--- config.mk ---
export PLATFORM = sky130hd
export DESIGN_NAME = irq_route_ctrl
export DESIGN_NICKNAME = d
export VERILOG_FILES = /design/src/rtl/irq_route_pkg.sv /design/src/rtl/irq_route_decode.sv /design/src/rtl/irq_route_bank.sv /design/src/rtl/irq_route_ctrl.sv
export SDC_FILE = /design/constraint.sdc
export NUM_CORES = 2
export LEC_CHECK = 0
export BUFFER_PORTS_ARGS = -buffer_cell sky130_fd_sc_hd__buf_4
export CORE_ASPECT_RATIO = 2
export CORE_UTILIZATION = 35
export CTS_BUF_LIST = sky130_fd_sc_hd__clkbuf_8
export CTS_CLUSTER_DIAMETER = 200
export DETAILED_ROUTE_END_ITERATION = 6
export PLACE_DENSITY = 0.49
export SLEW_MARGIN = 10
export SYNTH_ARGS = -nofsm -noshare
export SYNTH_HDL_FRONTEND = slang
export SYNTH_SLANG_ARGS = --single-unit
--- constraint.sdc ---
create_clock -name clk_i -period 6.2 [get_ports clk_i]
set_input_delay 0.93 -clock clk_i [delete_from_list [all_inputs] [get_ports clk_i]]
set_output_delay 0.93 -clock clk_i [all_outputs]
set_load 0.03 [all_outputs]
--- src/rtl/irq_route_pkg.sv ---
package irq_route_pkg;
  localparam int unsigned WORD_W     = 32;
  localparam int unsigned PEND_BASE  = 'h30;
  localparam int unsigned EN_BASE    = 'h48;
  localparam int unsigned EN_CLR_BASE = 'h54;
  localparam int unsigned EN_SET_BASE = 'h60;
  localparam int unsigned ROUTE_BASE = 'h78;

  function automatic int unsigned pend_addr(int unsigned b);
    return PEND_BASE + 4 * b;
  endfunction

  function automatic int unsigned en_addr(int unsigned b);
    return EN_BASE + 4 * b;
  endfunction

  function automatic int unsigned en_clr_addr(int unsigned b);
    return EN_CLR_BASE + 4 * b;
  endfunction

  function automatic int unsigned en_set_addr(int unsigned b);
    return EN_SET_BASE + 4 * b;
  endfunction

  function automatic int unsigned route_addr(int unsigned n_dst, int unsigned b, int unsigned d);
    return ROUTE_BASE + 4 * (n_dst * b + d);
  endfunction

  // identity block sits right after all routing words
  function automatic int unsigned ident_addr(int unsigned n_dst, int unsigned n_bank,
                                             int unsigned b, int unsigned d);
    return ROUTE_BASE + 4 * n_dst * n_bank + 4 * (n_dst * b + d);
  endfunction

  function automatic logic [WORD_W-1:0] bank_mask(int unsigned n_src, int unsigned b);
    logic [WORD_W-1:0] m;
    for (int unsigned i = 0; i < WORD_W; i++) m[i] = ((WORD_W * b + i) < n_src);
    return m;
  endfunction
endpackage

--- src/rtl/irq_route_decode.sv ---
module irq_route_decode
  import irq_route_pkg::*;
#(
  parameter int unsigned N_BANK = 3,
  parameter int unsigned N_DST  = 9,
  parameter int unsigned ADDR_W = 10
) (
  input  logic [ADDR_W-1:0]            addr_i,
  output logic [N_BANK-1:0]            pend_hit_o,
  output logic [N_BANK-1:0]            en_hit_o,
  output logic [N_BANK-1:0]            en_clr_hit_o,
  output logic [N_BANK-1:0]            en_set_hit_o,
  output logic [N_BANK-1:0][N_DST-1:0] route_hit_o,
  output logic [N_BANK-1:0][N_DST-1:0] ident_hit_o
);
  for (genvar b = 0; b < N_BANK; b++) begin : g_bank
    assign pend_hit_o[b]   = (addr_i == ADDR_W'(pend_addr(b)));
    assign en_hit_o[b]     = (addr_i == ADDR_W'(en_addr(b)));
    assign en_clr_hit_o[b] = (addr_i == ADDR_W'(en_clr_addr(b)));
    assign en_set_hit_o[b] = (addr_i == ADDR_W'(en_set_addr(b)));
    for (genvar d = 0; d < N_DST; d++) begin : g_dst
      assign route_hit_o[b][d] = (addr_i == ADDR_W'(route_addr(N_DST, b, d)));
      assign ident_hit_o[b][d] = (addr_i == ADDR_W'(ident_addr(N_DST, N_BANK, b, d)));
    end
  end
endmodule

--- src/rtl/irq_route_bank.sv ---
module irq_route_bank
  import irq_route_pkg::*;
#(
  parameter int unsigned N_DST = 9,
  parameter logic [WORD_W-1:0] VALID = '1
) (
  input  logic                           clk_i,
  input  logic                           rst_ni,
  input  logic [WORD_W-1:0]              src_i,
  input  logic [WORD_W-1:0]              wdata_i,
  input  logic                           pend_we_i,
  input  logic                           en_we_i,
  input  logic                           en_clr_i,
  input  logic                           en_set_i,
  input  logic [N_DST-1:0]               route_we_i,
  output logic [WORD_W-1:0]              pend_o,
  output logic [WORD_W-1:0]              en_o,
  output logic [N_DST-1:0][WORD_W-1:0]   route_o,
  output logic [N_DST-1:0][WORD_W-1:0]   ident_o
);
  logic [WORD_W-1:0]            src_m, wdata_m;
  logic [WORD_W-1:0]            pend_q, en_q;
  logic [N_DST-1:0][WORD_W-1:0] route_q;

  assign src_m   = src_i & VALID;
  assign wdata_m = wdata_i & VALID;

  // source capture wins over a same-cycle acknowledge
  always_ff @(posedge clk_i or negedge rst_ni) begin
    if (!rst_ni) pend_q <= '0;
    else if (pend_we_i) pend_q <= (pend_q & ~wdata_m) | src_m;
    else pend_q <= pend_q | src_m;
  end

  always_ff @(posedge clk_i or negedge rst_ni) begin
    if (!rst_ni) en_q <= '0;
    else if (en_we_i) en_q <= wdata_m;
    else if (en_clr_i) en_q <= en_q & ~wdata_m;
    else if (en_set_i) en_q <= en_q | wdata_m;
  end

  for (genvar d = 0; d < N_DST; d++) begin : g_route
    always_ff @(posedge clk_i or negedge rst_ni) begin
      if (!rst_ni) route_q[d] <= '0;
      else if (route_we_i[d]) route_q[d] <= wdata_m;
    end
    assign ident_o[d] = pend_q & en_q & route_q[d];
  end

  assign pend_o  = pend_q;
  assign en_o    = en_q;
  assign route_o = route_q;

  logic [WORD_W-1:0] route_or;
  always_comb begin
    route_or = '0;
    for (int d = 0; d < N_DST; d++) route_or |= route_q[d];
  end

  p_src_sets_r2: assert property (@(posedge clk_i) disable iff (!rst_ni)
    (|src_m) |=> ((pend_q & $past(src_m)) == $past(src_m)));

  p_ack_clears_r3: assert property (@(posedge clk_i) disable iff (!rst_ni)
    pend_we_i |=> ((pend_q & $past(wdata_m & ~src_m)) == '0));

  p_en_clr_r5: assert property (@(posedge clk_i) disable iff (!rst_ni)
    en_clr_i |=> ((en_q & $past(wdata_i)) == '0));

  p_en_set_r6: assert property (@(posedge clk_i) disable iff (!rst_ni)
    en_set_i |=> ((en_q & $past(wdata_m)) == $past(wdata_m)));

  p_pad_zero_r10: assert property (@(posedge clk_i) disable iff (!rst_ni)
    ((pend_q | en_q | route_or) & ~VALID) == '0);
endmodule

--- src/rtl/irq_route_ctrl.sv ---
module irq_route_ctrl
  import irq_route_pkg::*;
#(
  parameter int unsigned N_SRC  = 86,
  parameter int unsigned N_DST  = 9,
  parameter int unsigned ADDR_W = 10
) (
  input  logic              clk_i,
  input  logic              rst_ni,
  input  logic [N_SRC-1:0]  src_i,
  input  logic              req_i,
  input  logic              we_i,
  input  logic [ADDR_W-1:0] addr_i,
  input  logic [WORD_W-1:0] wdata_i,
  output logic [WORD_W-1:0] rdata_o,
  output logic [N_DST-1:0]  dst_o
);
  localparam int unsigned N_BANK = (N_SRC + WORD_W - 1) / WORD_W;
  localparam int unsigned SRC_W  = N_BANK * WORD_W;

  logic                            wr;
  logic [SRC_W-1:0]                src_pad;
  logic [N_BANK-1:0]               pend_hit, en_hit, en_clr_hit, en_set_hit;
  logic [N_BANK-1:0][N_DST-1:0]    route_hit, ident_hit;
  logic [N_BANK-1:0][WORD_W-1:0]   pend, en;
  logic [N_BANK-1:0][N_DST-1:0][WORD_W-1:0] route, ident;

  assign wr = req_i & we_i;

  always_comb begin
    src_pad = '0;
    src_pad[N_SRC-1:0] = src_i;
  end

  irq_route_decode #(
    .N_BANK (N_BANK),
    .N_DST  (N_DST),
    .ADDR_W (ADDR_W)
  ) u_decode (
    .addr_i       (addr_i),
    .pend_hit_o   (pend_hit),
    .en_hit_o     (en_hit),
    .en_clr_hit_o (en_clr_hit),
    .en_set_hit_o (en_set_hit),
    .route_hit_o  (route_hit),
    .ident_hit_o  (ident_hit)
  );

  for (genvar b = 0; b < N_BANK; b++) begin : g_bank
    irq_route_bank #(
      .N_DST (N_DST),
      .VALID (bank_mask(N_SRC, b))
    ) u_bank (
      .clk_i      (clk_i),
      .rst_ni     (rst_ni),
      .src_i      (src_pad[b*WORD_W +: WORD_W]),
      .wdata_i    (wdata_i),
      .pend_we_i  (wr & pend_hit[b]),
      .en_we_i    (wr & en_hit[b]),
      .en_clr_i   (wr & en_clr_hit[b]),
      .en_set_i   (wr & en_set_hit[b]),
      .route_we_i ({N_DST{wr}} & route_hit[b]),
      .pend_o     (pend[b]),
      .en_o       (en[b]),
      .route_o    (route[b]),
      .ident_o    (ident[b])
    );
  end

  for (genvar d = 0; d < N_DST; d++) begin : g_dst
    logic [WORD_W-1:0] any_d;
    always_comb begin
      any_d = '0;
      for (int b = 0; b < N_BANK; b++) any_d |= ident[b][d];
    end
    assign dst_o[d] = |any_d;
  end

  always_comb begin
    rdata_o = '0;
    for (int b = 0; b < N_BANK; b++) begin
      if (pend_hit[b]) rdata_o |= pend[b];
      if (en_hit[b] | en_clr_hit[b] | en_set_hit[b]) rdata_o |= en[b];
      for (int d = 0; d < N_DST; d++) begin
        if (route_hit[b][d]) rdata_o |= route[b][d];
        if (ident_hit[b][d]) rdata_o |= ident[b][d];
      end
    end
  end

  p_dec_onehot_r11: assert property (@(posedge clk_i) disable iff (!rst_ni)
    $onehot0({pend_hit, en_hit, en_clr_hit, en_set_hit, route_hit, ident_hit}));

  p_dst_needs_pend_r9: assert property (@(posedge clk_i) disable iff (!rst_ni)
    (|dst_o) |-> (|pend));

  p_dst_needs_en_r9: assert property (@(posedge clk_i) disable iff (!rst_ni)
    (|dst_o) |-> (|en));
endmodule

==> flow_summary_export.csv, run 1 <==
group,metric,value,unit
status,outcome,"did not finish",
status,lastStage,"global routing (5_1_grt)",
status,error_line,"[ERROR GRT-0116] Global routing finished with congestion. Check the congestion regions in the DRC Viewer.",
yosys,synth_area,0.0538,sq mm
yosys,synthAdderAreaFrac,0,%
place,portBuffers,172,
yosys,syn-num-nets,5222,
yosys,synth-async-reset-ratio,100,%
yosys,synth_seq_cells,946,
clock_tree,cts-buffers-inserted,157,
place,post-dp-hpwl,427000,um
clock_tree,cts_max_level,4,
clock_tree,post_cts_buffers,0,
yosys,syn_avg_cell_area,10.6,sq um
clock_tree,root_buffer,"clkbuf_8",
place,place.gp.congestion,1.24,
yosys,synth_top_family_by_area,"compound AO/OA/AOI/OAI gates",
floorplanning,die_h,557,um
floorplanning,std_cell_rows,203,
clock_tree,clock_sinks,946,
yosys,ys.flop_type,"dfrtp_1",
global_routing,grt_pass1_wl,930000,um
global_routing,overflow,3380,
yosys,synth-edff-count,0,
yosys,synthesis.instances,5090,
yosys,synth_compound_area_share,21.9,%
floorplanning,initial_core_util,35.2,%
global_routing,grt.total_usage,85.2,%
clock_tree,cts_resized,0,
yosys,ys_seq_area_share,44.0,%
floorplanning,fp.dieW,279,um
yosys,synthMuxAreaShare,17.3,%
yosys,synth-xor-area-share,0.0325,%
place,dpl_cell_area,0.0608,sq mm
global_routing,grt_max_degree,174,
yosys,synth_cell_types,90,
floorplanning,pin_count,173,
clock_tree,cts_buffer_depth,4,
yosys,yosysWarnings,0,
clock_tree,postCtsHoldBufs,0,
global_routing,grt_pass1_vias,77700,
yosys,synth-simple-area-share,12.3,%
-- metal layers --
metal / overflow / global-route usage, %
met5: 9 / 38.4
met4: 1188 / 87.5
met3: 69 / 70.7
met2: 2084 / 99.8
met1: 30 / 85.3
-- through the flow --
step	setup slack, ns	instances	hold WS (ns)
after floorplan	2.12	5090	0.457
after CTS	0.242	7569	0.0473
after global placement	0.209	7303	0.495
after detailed placement	0.245	7303	0.502
-- cell families after synthesis --
kind of cell / after synthesis
compound gates: 1509
simple gates: 1251
flops: 946
mux: 828
buf+inv: 554
xor+xnor: 2
-- cells in the mapped netlist (8+ instances only) --
cell type    n  area (sq um)
a2111oi_0   31           272
a211oi_1    25           188
a21boi_0    14           105
a21o_1     107           803
a21oi_1    118           591
a221o_1     13           130
a221oi_1   116          1020
a222oi_1    45           450
a22o_1     156          1370
a22oi_1    446          3350
a31oi_1     22           138
a32o_1     118          1180
a32oi_1     59           517
and2_1      87           544
and3_1      41           257
and4_1       9          78.8
buf_1       41           154
buf_2      164           821
buf_4       11          82.6
buf_6       14           158
clkbuf_1   296          1110
dfrtp_1    946         23700
inv_1       26          97.6
mux2_1      38           428
mux2_2     752          8470
mux2i_1     37           370
nand2_1    464          1740
nand3_1    138           691
nand4_1    175          1090
nor2_1      77           289
nor2b_1     14          87.6
nor3_1      64           320
nor3_2      23           230
nor4_1      51           319
o2111ai_1   19           166
o211ai_1    15           113
o21ai_0     80           400
o22ai_1     48           300
o2bb2ai_1   20           175
o32ai_1      8          70.1
or4_1       23           173
==> inputs of run 2 (changes only) <==
- CORE_ASPECT_RATIO: 2 -> not set
- CORE_UTILIZATION: 35 -> 20
- CTS_BUF_LIST: sky130_fd_sc_hd__clkbuf_8 -> not set
- CTS_CLUSTER_DIAMETER: 200 -> not set
- PLACE_DENSITY: 0.49 -> not set
- PLACE_DENSITY_LB_ADDON: not set -> 0.15
==> run 2 against run 1 <==
The flow now finishes, with violations (DRC); synthesized cell count is the same; area after synthesis is the same.
==> flow_summary_export.csv, run 2 <==
group,metric,value,unit
status,outcome,"finished, violations left",
status,violations,"DRC",
place,post-dp-hpwl,511000,um
worst_setup_path,cp_max_fo,12,
power_and_ir_drop,power.density,216,mW/mm^2
worst_setup_path,worstPathRequired,5.27,ns
worst_setup_path,start_kind,"register",
worst_setup_path,path_class,"register to output pin",
sta,fin_tns_setup,0,ns
yosys,syn_avg_cell_area,10.6,sq um
place,place.gp.congestion,1.11,
place,portBuffers,172,
yosys,ys_seq_area_share,44.0,%
power_and_ir_drop,power.total,14.5,mW
sta,finalCriticalPeriod,6.10,ns
power_and_ir_drop,peakVddDrop,0.209,mV
yosys,synth_top_area_share,44.0,%
detailed_routing,drtIter0Drc,10200,
yosys,synth_cell_types,90,
power_and_ir_drop,seqPwrFrac,44.0,%
final_layout,mostFrequentLayoutCells,"dfrtp_1, mux2_2, buf_4",
detailed_routing,wl,652000,um
yosys,synth_top_cell_by_area,"dfrtp_1",
global_routing,antenna_found_initial,187,
yosys,synthTopCellsByArea,"dfrtp_1, mux2_2, a22oi_1",
place,dpl_cell_area,0.0632,sq mm
final_layout,multi_input_comb_area,0.0285,sq mm
global_routing,overflow,0,
final_layout,fill_cells,28500,
floorplanning,pin_count,173,
sta,maxSlewHeadroom,4.79,%
yosys,syn-num-nets,5222,
global_routing,grt.total_usage,47.0,%
floorplanning,die_h,521,um
detailed_routing,ant_nets,0,
floorplanning,die_area,0.271,sq mm
hold_path,hp-class,"input pin to asynchronous set/reset pin",
clock_tree,cts_buffer_depth,4,
final_layout,seq_area,0.0237,sq mm
worst_setup_path,crit_path_end_kind,"output pin",
sta,slew_violations,0,
power_and_ir_drop,switching_share,27.8,%
detailed_routing,drcViolationCount,2,
floorplanning,fp.dieW,521,um
clock_tree,path_clk_slew,0.06,ns
sta,finalHoldViolCount,0,
sta,grt_setup_unrepaired,"false",
yosys,synth-edff-count,0,
detailed_routing,dr_total_vias,60600,
clock_tree,cts_max_level,3,
clock_tree,cts-buffers-inserted,119,
yosys,ys.flop_type,"dfrtp_1",
yosys,synth.most_common_cell,"dfrtp_1",
final_layout,drive_gt1_share,33.4,%
worst_setup_path,cp.arrival,5.17,ns
clock_tree,clock_sinks,946,
yosys,synth-async-reset-ratio,100,%
yosys,synth_area,0.0538,sq mm
final_layout,layout_commonest_cell,"dfrtp_1",
final_layout,area_delta_synth_final,25.1,%
global_routing,grt_pass1_wl,786000,um
power_and_ir_drop,netSwitchingPower,4.04,mW
floorplanning,core_area,0.268,sq mm
clock_tree,cts_resized,0,
global_routing,grt_pass1_vias,54800,
floorplanning,std_cell_rows,190,
global_routing,grt_max_degree,155,
clock_tree,root_buffer,"clkbuf_16",
sta,clock.fmax,164,MHz
yosys,yosysWarnings,0,
sta,fin_crit_sh,98.4,%
worst_setup_path,rrSetupSlack,4.72,ns
floorplanning,initial_core_util,20.1,%
detailed_routing,drtPass1Iterations,7,
power_and_ir_drop,leakage,28.6,nW
power_and_ir_drop,p_int,10.5,mW
sta,hold_ws,0.0922,ns
clock_tree,postCtsHoldBufs,0,
flow_run,maxCapViolations,0,
sta,setup_viol,0,
detailed_routing,post_drt_via_cell_ratio,6.60,
power_and_ir_drop,comb_power_share,7.0,%
final_layout,final_area,0.0674,sq mm
detailed_routing,detail_route.wl_per_cell,71.1,um
sta,fin_skew,0,ns
yosys,synthesis.instances,5090,
sta,tightest_slew,1.43,ns
yosys,synth.top_cells.by_count,"dfrtp_1, mux2_2, nand2_1",
worst_setup_path,crit_start,"g_bank[1].u_bank.en_o[30]",
clock_tree,clk_latency,0.91,ns
final_layout,largest_reg_flops,774,
yosys,synth_seq_cells,946,
final_layout,final_nets,5551,
worst_setup_path,r2r-start,"g_bank[1].u_bank.route_o[70]",
power_and_ir_drop,p_clk_share,49.1,%
clock_tree,post_cts_buffers,0,
clock_tree,cts_tree,"built",
-- run 2: cell counts after synthesis --
No cell type changed its count.
-- run 2: cells by family after synthesis --
logic type / Yosys count / share of synthesized area (%)
muxes: 828 / 17.3
and+or+nand+nor: 1251 / 12.3
AOI/OAI and AO/OA: 1509 / 21.9
buffers and inverters: 554 / 4.52
xor gates and xnor gates: 2 / 0.0325
DFF: 946 / 44.0
-- run 2: routing by layer --
| layer | share of wire [%] | global-route usage (%) |
|---|---|---|
| met1 | 41 | 59.2 |
| met2 | 41 | 66.6 |
| met3 | 9.5 | 14.7 |
| met4 | 8.6 | 35.8 |
| met5 | 0.094 | 0.0176 |
-- run 2: final timing paths --
kind | end | depth (start not counted)
setup / recovery | dst_o[3] | 7
hold / removal | g_bank[2].u_bank.route_o[97] | 1
setup reg to reg | g_bank[1].u_bank.route_o[70] | 1
hold reg to reg | g_bank[1].u_bank.route_o[236] | 1
max in group asynchronous | g_bank[1].u_bank.route_o[111] | 2
min in group clk_i | g_bank[1].u_bank.pend_o[13] | 2
-- run 2: layout make-up --
| class | instances | area share, % |
|---|---|---|
| Antenna cell | 110 | 0.409 |
| Clock buffer | 176 | 5.14 |
| Clock inverter | 37 | 0.589 |
| Inverter | 27 | 0.150 |
| Multi-Input combinational cell | 3590 | 42.3 |
| Sequential cell | 946 | 35.1 |
| Tap cell | 3552 | 6.60 |
| Timing Repair Buffer | 735 | 9.69 |
-- run 2: worst max-delay path, cell delays in order, from the launching register on --
cell and delay (ns):
dfrtp_1 0.43, and2_1 0.18, buf_4 0.23, nand2_1 0.89, nand4_1 0.95, nor4_1 0.71, nand3_1 0.47, buf_4 0.34
-- run 2: power groups by stage --
stage,Clock [mW],Combinational [mW],Sequential [mW]
2_1_floorplan,0,0.303,6.37
3_3_place_gp,0,0.977,6.49
3_5_place_dp,0,0.977,6.49
4_1_cts,7.26,0.979,6.38
5_1_grt,7.48,1.01,6.38
6_report,7.14,1.01,6.40
-- run 2: metrics by stage --
step                      util [%]  cells  setup WS [ns]
after CTS                     25.0   9061          0.326
after detailed placement      23.6   8848          0.344
after global placement        23.6   8845         0.0375
after floorplan                  -   5090           2.12
after global routing          25.0   9070          0.277
final                         25.1   9173         0.0963
Note: power is estimated with default switching activity, not from simulation.
